$ cat src/rtl/acc_rnd_pkg.sv
package acc_rnd_pkg;

  // Tie handling selected by the mode pin
  typedef enum logic {
    RND_UNBIASED = 1'b0,
    RND_BIASED   = 1'b1
  } rnd_mode_e;

endpackage

$ cat src/rtl/acc_rst_sync.sv
module acc_rst_sync #(
  parameter int STAGES = 2
) (
  input  logic clk,
  input  logic rst_n,
  output logic rst_sync_n
);

  logic [STAGES-1:0] sync_q;
  logic [STAGES-1:0] sync_d;

  always_comb begin
    sync_d = {sync_q[STAGES-2:0], 1'b1};
  end

  always_ff @(posedge clk or negedge rst_n) begin
    if (!rst_n) begin
      sync_q <= '0;
    end else begin
      sync_q <= sync_d;
    end
  end

  assign rst_sync_n = sync_q[STAGES-1];

endmodule

$ cat src/rtl/acc_rnd_core.sv
module acc_rnd_core
  import acc_rnd_pkg::*;
#(
  parameter int ACC_W   = 40,
  parameter int RND_POS = 16
) (
  input  logic [ACC_W-1:0] acc_i,
  input  rnd_mode_e        mode_i,
  output logic [ACC_W-1:0] rnd_o
);

  localparam logic [ACC_W-1:0]   HALF_LSB = ACC_W'(1) << (RND_POS - 1);
  localparam logic [RND_POS-1:0] TIE_LO   = HALF_LSB[RND_POS-1:0];

  logic [ACC_W-1:0] sum;
  logic             tie;

  always_comb begin
    sum = acc_i + HALF_LSB;  // wraps modulo 2^ACC_W
    tie = (acc_i[RND_POS-1:0] == TIE_LO);
    rnd_o = sum;
    // Round-to-even on an exact tie: drop the increment's odd bit
    if (tie && (mode_i == RND_UNBIASED)) begin
      rnd_o[RND_POS] = 1'b0;
    end
  end

endmodule

$ cat src/rtl/acc_ovf_detect.sv
module acc_ovf_detect #(
  parameter int ACC_W    = 40,
  parameter int SIGN_POS = 31
) (
  input  logic [ACC_W-1:0] val_i,
  output logic             ovf_o
);

  localparam int GUARD_W = ACC_W - SIGN_POS;

  logic [GUARD_W-1:0] guard;
  logic               all_zero;
  logic               all_one;

  always_comb begin
    guard    = val_i[ACC_W-1:SIGN_POS];
    all_zero = (guard == '0);
    all_one  = (guard == '1);
    ovf_o    = !(all_zero || all_one);
  end

endmodule

$ cat src/rtl/acc_round_unit.sv
module acc_round_unit
  import acc_rnd_pkg::*;
#(
  parameter int ACC_W    = 40,
  parameter int RND_POS  = 16,
  parameter int SIGN_POS = 31
) (
  input  logic             clk,
  input  logic             rst_n,
  input  logic             in_valid,
  input  logic [ACC_W-1:0] acc_in,
  input  logic             bias_mode,
  output logic             out_valid,
  output logic [ACC_W-1:0] acc_out,
  output logic             ovf_out
);

  localparam int                 UPPER_W = ACC_W - RND_POS;
  localparam logic [RND_POS-1:0] TIE_LO  = RND_POS'(1) << (RND_POS - 1);

  logic             rst_int_n;
  logic [ACC_W-1:0] rnd_val;
  logic             rnd_ovf;

  logic             vld_q, vld_d;
  logic [ACC_W-1:0] acc_q, acc_d;
  logic             ovf_q, ovf_d;

  acc_rst_sync #(.STAGES(2)) u_rst_sync (
    .clk        (clk),
    .rst_n      (rst_n),
    .rst_sync_n (rst_int_n)
  );

  acc_rnd_core #(.ACC_W(ACC_W), .RND_POS(RND_POS)) u_core (
    .acc_i  (acc_in),
    .mode_i (rnd_mode_e'(bias_mode)),
    .rnd_o  (rnd_val)
  );

  acc_ovf_detect #(.ACC_W(ACC_W), .SIGN_POS(SIGN_POS)) u_ovf (
    .val_i (rnd_val),
    .ovf_o (rnd_ovf)
  );

  // Next-state: load on in_valid, otherwise hold
  always_comb begin
    vld_d = in_valid;
    acc_d = acc_q;
    ovf_d = ovf_q;
    if (in_valid) begin
      acc_d = rnd_val;
      ovf_d = rnd_ovf;
    end
  end

  always_ff @(posedge clk or negedge rst_int_n) begin
    if (!rst_int_n) begin
      vld_q <= 1'b0;
      acc_q <= '0;
      ovf_q <= 1'b0;
    end else begin
      vld_q <= vld_d;
      acc_q <= acc_d;
      ovf_q <= ovf_d;
    end
  end

  assign out_valid = vld_q;
  assign acc_out   = acc_q;
  assign ovf_out   = ovf_q;

  p_low_kept_r1: assert property (@(posedge clk) disable iff (!rst_int_n)
    (in_valid && acc_in[RND_POS-1:0] != TIE_LO) |=>
      acc_out[RND_POS-1:0] == RND_POS'($past(acc_in[RND_POS-1:0]) + TIE_LO));

  p_tie_even_r2: assert property (@(posedge clk) disable iff (!rst_int_n)
    (in_valid && !bias_mode && acc_in[RND_POS-1:0] == TIE_LO) |=>
      (acc_out[RND_POS] == 1'b0) && (acc_out[RND_POS-1:0] == '0));

  p_tie_up_r3: assert property (@(posedge clk) disable iff (!rst_int_n)
    (in_valid && bias_mode && acc_in[RND_POS-1:0] == TIE_LO) |=>
      acc_out[ACC_W-1:RND_POS] == UPPER_W'($past(acc_in[ACC_W-1:RND_POS]) + 1'b1));

  p_no_overflow_r5: assert property (@(posedge clk) disable iff (!rst_int_n)
    out_valid |-> (ovf_out == ((acc_out[ACC_W-1:SIGN_POS] != '0) &&
                               (acc_out[ACC_W-1:SIGN_POS] != '1))));

  p_latency_r6: assert property (@(posedge clk) disable iff (!rst_int_n)
    in_valid |=> out_valid);

  p_hold_r7: assert property (@(posedge clk) disable iff (!rst_int_n)
    !in_valid |=> ($stable(acc_out) && $stable(ovf_out) && !out_valid));

endmodule

$ cat config.mk
export PLATFORM = sky130hd
export DESIGN_NAME = acc_round_unit
export DESIGN_NICKNAME = d
export VERILOG_FILES = /design/src/rtl/acc_rnd_pkg.sv /design/src/rtl/acc_rst_sync.sv /design/src/rtl/acc_rnd_core.sv /design/src/rtl/acc_ovf_detect.sv /design/src/rtl/acc_round_unit.sv
export SDC_FILE = /design/constraint.sdc
export NUM_CORES = 1
export LEC_CHECK = 0
export ABC_AREA = 1
export BUFFER_PORTS_ARGS = -buffer_cell sky130_fd_sc_hd__buf_4
export CAP_MARGIN = 20
export CORE_UTILIZATION = 30
export DETAILED_ROUTE_END_ITERATION = 10
export GPL_ROUTABILITY_DRIVEN = 0
export GPL_TIMING_DRIVEN = 0
export SETUP_SLACK_MARGIN = 0.05
export SLEW_MARGIN = 20
export SYNTH_ARGS = -nofsm -noshare
export SYNTH_HDL_FRONTEND = slang
export SYNTH_HIERARCHICAL = 1
export SYNTH_SLANG_ARGS = --single-unit
$ cat constraint.sdc
create_clock -name clk -period 1.59 [get_ports clk]
set_input_delay 0.3975 -clock clk [delete_from_list [all_inputs] [get_ports clk]]
set_output_delay 0.3975 -clock clk [all_outputs]
set_load 0.005 [all_outputs]
==> impl_results.md, run 1 <==
* RSZ-0062 raised after global routing: yes
* Worst path buffer plus inverter count at 1
* Max stage delay cell, worst path: nor2_4
* Final net count at 496
* Most common cell in the netlist: nand2_1
* FILL cells at 896
* Initial Utilization at 0.3153
* Startpoint types: primary input
* DP Wirelength at roughly 5100 microns
* Reg-to-reg endpoint: acc_out[2]
* EDFF count, synth at 0
* Area of the multi-input gates at 1313 sq um
* Pwr Density at approximately 720 nW/um^2
* Clk slew on worst S/H paths at around 0.080 ns
* CTS tree: yes
* I/O Buffers at 85
* Crit. End Element: register
* Highest clock rate at ~0.66 GHz
* Core Region at ~8300 sq um
* Layout cells sized above 1 at 0.3540
* GRT Overall Usage at 0.1446
* CP max FO at 4
* Cts bufs inserted at 5
* Minimum clock period at roughly 1.5 ns
* WL/cell at between 10 and 15 microns
* Final Setup Violations at 0
* Unique masters post-synth at 24
* Async set-or-reset flop fraction in the synthesized netlist at 1.000
* Maximum number of pins on one net before global-route repair at 25
* Share of the synthesized area in the top cell type at 0.4186
* Critical Path AT at between 1.5 and 2 ns
* Worst R2R Start: u_rst_sync/sync_q[1]
* Yosys top cell by area: dfrtp_1
* CP peak stage delay at between 0.15 and 0.2 ns
* Peak VDD IR at 0.0002941 V
* Syn Inst Count at 350
* First DRT Iteration DRCs at between 40 and 50
* Fin crit share at 0.9561
* Leak pwr at between 0.0015 and 0.002 uW
* Register area at around 1100 sq um
* Post-synthesis sequential area ratio at 0.4186
* H-tree Lvls at 2
* Die Height at 95.63 microns
* Req. time, crit path at 1.78 ns
* Vias in the first global route at about 2300
* Clock latency at the later pin of the worst-skew pair at 0.29 ns
* Initial antenna violation count at 0
* R2R cell count at 1
* N_diodes at 0
* Fin. max-slew vios at 0
* Site Rows at 33
* Crit. path cell count at 15
* Flop-to-flop setup slack at ~0.89 ns
* Mapped Area at 2630 sq um
* Fin util at 0.4358
* Vias at roughly 2400
* Final Skew at 0.005007 ns
* Top FF cell, synth: dfrtp_1
* Die area at a little over 9000 sq um
* Status: completed
* Post-synthesis register bit count at 44
* IO Pins at 86
* Max clock buf depth at 2
* Synth top cells by count: nand2_1 (171), dfrtp_1 (44), nor2_1 (36)
* Final hold vios at 0
* DR DRC count at 0
* Area Growth Syn to Fin at 38.20%
* 1st-pass router iterations at 4
* CP dominant cell by count: nand2_1
* Worst-path cell chain: buf_8, ha_4, nand2_4, nor2_4, nand2_2, nor2_4, nand3b_1, nand2_2, nand2_1, nor2_1, nand2_1, nor2_2, nor2_1, nand2_1, nand2_1
* Routed Antenna Nets at 0
* Avg Cell Area, Syn at 7.514 sq um
* Chip Width at around 96 microns
* Yosys warning count at 6
* Clock Root Buffer: clkbuf_8
* Hold Crit Class: register to asynchronous set/reset pin
* Routed wire length at ~6300 microns
* Most area-consuming cells after synthesis: dfrtp_1 (42%), nand2_1 (24%), buf_4 (5.1%)
* Crit-path leading delay family: simple AND/OR/NAND/NOR gates
* First-pass GRT wire length at 10180 microns
* Via density at ~4.3
* Mapped Nets at roughly 400
* Clk sinks at 44
* Max-Cap Viols at 0
* Type of the worst setup path: primary input to register
* Worst hold margin at approximately 0.22 ns
* Total gr overflow at 0
[cell type report]
class,count,area share
buffer,24,0.05680
clock buffer,8,0.02478
inverter,14,0.01652
multi-input combinational,268,0.3611
sequential,44,0.3033
tap,105,0.03614
timing repair buffer,94,0.2014
[registers in the layout, summed over array words and instances (netlist names)]
signal / cells
acc_out: 40
out_valid: 1
ovf_out: 1
u_rst_sync/sync_q: 2
[through the flow]
| stage | area [sq um] | TNS, ns | instances | power, uW | worst slack, ns |
|---|---|---|---|---|---|
| global placement | 3425 | -10.33 | 540 | 1893 | -0.3094 |
| detailed placement | 3446 | -0.3281 | 541 | 1907 | -0.3241 |
| finish | 3635 | 0 | 557 | 2612 | 0.06981 |
| CTS | 3602 | 0 | 554 | 2649 | 0.05052 |
| global route | 3635 | -0.07151 | 557 | 2768 | -0.07151 |
| floorplan | 2655 | -0.01948 | 350 | 1570 | -0.01948 |
[placed cells by master (no fill, tap or decap), drive strengths merged]
cell,instances
nand3b,6
dlygate4sd3,1
clkbuf,8
dfrtp,44
xnor2,5
ha,1
or2,1
buf,117
nand3,8
a21boi,1
nor3,1
xor2,10
conb,1
and2,1
inv,14
nand2,187
nor2,46
[per-layer routing]
metal,track usage,part of all wire,up-vias,wire length (microns)
met5,0,0,-,0
met4,0.03731,0.0093,0,59
met3,0.02552,0.050,5,316
met2,0.2571,0.47,59,2997
met1,0.1795,0.47,1078,2966
li1,-,-,1238,-
[what timing repair did]
action | 4_1_cts | 5_1_grt
pin swaps | 11 | 6
buffers inserted | 4 | 3
endpoints found under the hold margin | 2 | 0
hold buffers | 1 | 0
resized for setup | 7 | 3
setup endpoints to repair | 1 | 1
[worst max path at each step]
stage,start,to
after global routing,acc_in[16],ovf_out
after global placement,acc_in[15],ovf_out
after floorplan,acc_in[15],ovf_out
after CTS,acc_in[16],ovf_out
after detailed placement,acc_in[15],ovf_out
final,acc_in[16],ovf_out
[logic make-up after synthesis]
group	synth area share
xor+xnor	0.05281
fa+ha+maj	0.004757
compound gates	0.002855
other cells	0.001426
flops	0.4187
buf+inv	0.1013
simple gates	0.4182
[power breakdown]
group,internal [uW],leakage [uW],switching (uW)
clock network,355,0.0000455,366
registers,1220,0.000532,68.7
logic,331,0.00138,273
Note: power is estimated with default switching activity, not from simulation.
==> run 2, diff against run 1 <==
==> constraint.sdc (replaced) <==
create_clock -name clk -period 1.59 [get_ports clk]
set_input_delay 0 -clock clk [delete_from_list [all_inputs] [get_ports clk]]
set_output_delay 0 -clock clk [all_outputs]
set_load 0.005 [all_outputs]
==> impl_results.md, run 2 (synthesis gave the netlist of run 1 again) <==
* Status: completed
* First-pass GRT wire length at 10140 microns (-0.47%)
* Inst Count DP at 541 (unchanged)
* Pre-CTS WS at -0.03866 ns (+0.2854 ns)
* Req. time, crit path at 1.78 ns (about the same)
* DP Wirelength at 5054 microns (-0.74%)
* IO Pins at 86 (unchanged)
* Die area at 9145 sq um (unchanged)
* Routed Antenna Nets at 0 (unchanged)
* Layout cells sized above 1 at 0.3188 (-0.03521)
* WL/cell at 11.16 microns (-2.0%)
* Peak VDD IR at 0.0003154 V (+7.2%)
* Area Growth Syn to Fin at 38.82%
* Die Height at 95.63 microns (unchanged)
* DR DRC count at 0 (unchanged)
* I/O Buffers at 85 (unchanged)
* Final Skew at 0.006046 ns (+0.001038 ns)
* Post-Layout Cell Count at 563 (+1.1%)
* Clk slew on worst S/H paths at 0.08 ns (about the same)
* Clock Root Buffer: clkbuf_8
* Placement-stage cell area at 3421 sq um (-0.73%)
* H-tree Lvls at 2 (unchanged)
* Core Region at 8341 sq um (unchanged)
* Total gr overflow at 0 (unchanged)
* Hold Crit Class: primary input to register
* Fin crit share at 0.8186 (-0.1375)
* Final Setup Violations at 0 (unchanged)
* Type of the worst setup path: primary input to register
* Setup ws final at 0.2884 ns (+0.2186 ns)
* First DRT Iteration DRCs at 49 (+6.5%)
* 1st-pass router iterations at 4 (unchanged)
* Worst hold stages at 4
* CTS tree: yes
* Max clock buf depth at 2 (unchanged)
* Most frequent cells in the layout: nand2_1 (171), buf_4 (103), dfrtp_1 (43)
* Site Rows at 33 (unchanged)
* Maximum number of pins on one net before global-route repair at 29 (+16%)
* PostCTS Resize Cnt at 0 (-7)
* Most common cell after layout, fill and taps aside: nand2_1
* Routed wire length at 6282 microns (-0.90%)
* Minimum clock period at 1.302 ns (-0.2186 ns)
* Max-Cap Viols at 0 (unchanged)
* Leak pwr at 0.001967 uW (+0.39%)
* CP max FO at 4 (unchanged)
* Final net count at 502 (+1.2%)
* N_diodes at 0 (unchanged)
* Highest clock rate at 0.7683 GHz (+17%)
* Initial antenna violation count at 0 (unchanged)
* Vias at 2381 (+0.042%)
* Clk sinks at 44 (unchanged)
* Vias in the first global route at 2253 (-1.4%)
* Startpoint types: primary input
* GRT Overall Usage at 0.1445 (about the same)
* Worst R2R Start: u_rst_sync/sync_q[1]
* Crit. End Element: register
* Reg-to-reg endpoint: acc_out[12]
* Final hold vios at 0 (unchanged)
* Pwr Density at 716.0 nW/um^2 (-0.36%)
* Fin. max-slew vios at 0 (unchanged)
* Critical Path AT at 1.49 ns (-0.22 ns)
* Max reg flops at 40 (unchanged)
* RSZ-0062 raised after global routing: no
* Chip Width at 95.63 microns (unchanged)
* Flop-to-flop setup slack at 0.94 ns (+0.05 ns)
* Hold path start: acc_in[24]
* Design Area, Final at 3651 sq um (+0.45%)
* R2R cell count at 1 (unchanged)
* Initial Utilization at 0.3153 (unchanged)
* Clock latency at the later pin of the worst-skew pair at 0.29 ns (about the same)
* Via density at 4.229 (-1.0%)
* Cts bufs inserted at 5 (unchanged)
* Hold endpoint: acc_out[24]
run 2: cell count changes in the layout (fill, tap and decap cells not counted), sizes merged:
| cell | change |
|---|---|
| dlygate4sd3 | +13 |
| buf | -7 |
run 2: area by class of cell:
type / instances / area, sq um
tap: 105 / 131.4
clock buffer: 8 / 90.09
fill: 887 / 4690
multi-input combinational: 268 / 1262
sequential: 44 / 1102
buffer: 24 / 206.4
timing repair buffer: 100 / 798.3
inverter: 14 / 60.06
run 2: how the worst max path moves through the flow:
stage | startpoint | endpoint | slack [ns] | cells after the start
after detailed placement | acc_in[16] | ovf_out | -0.04 | 15
final | acc_in[16] | ovf_out | 0.29 | 15
after floorplan | u_rst_sync/sync_q[1] | acc_out[0] | 0.27 | 0
after global routing | acc_in[16] | ovf_out | 0.1 | 15
after CTS | acc_in[16] | ovf_out | 0.27 | 15
after global placement | u_rst_sync/sync_q[1] | acc_out[22] | -0.25 | 0
run 2: what timing repair did:
| action | CTS | global route |
|---|---|---|
| hold endpoints to repair | 15 | 0 |
| buffers inserted | 0 | 0 |
| hold buffers | 14 | 0 |
run 2: power breakdown:
part | leakage, uW | total (uW) | internal, uW | switching [uW]
registers | 0.000532 | 1280 | 1220 | 66.2
logic | 0.00139 | 607 | 338 | 269
clock network | 0.0000455 | 723 | 355 | 368
run 2: critical path, stage by stage:
cell and delay (ns):
buf_4 0.09, ha_1 0.19, nand2_2 0.09, nor2_4 0.16, nand2_2 0.09, nor2_2 0.18, nand2_1 0.07, nand2_1 0.06
nand2_1 0.09, nor2_1 0.13, nand3_1 0.09, nor2_1 0.09, nor2_1 0.06, nand2_1 0.06, nand2_1 0.05
run 2: layer usage:
layer / routed length [microns] / track usage / vias to the layer above
met4: 55 / 0.03358 / 0
li1: - / - / 1248
met2: 3063 / 0.2583 / 64
met5: 0 / 0 / -
met1: 2835 / 0.1772 / 1064
met3: 327 / 0.02951 / 5
run 2: per-stage QoR:
| step | utilization | hold WS, ns | setup TNS, ns | total power, uW |
|---|---|---|---|---|
| finish | 0.4377 | 0.001833 | 0 | 2614 |
| global route | 0.4377 | 0.002244 | 0 | 2781 |
| CTS | 0.4377 | 0.0002095 | 0 | 2662 |
| detailed placement | 0.4101 | -0.2153 | -0.03866 | 1901 |
| global placement | 0.4076 | -0.2171 | -10.33 | 1886 |
| floorplan | - | -0.2956 | 0 | 1568 |
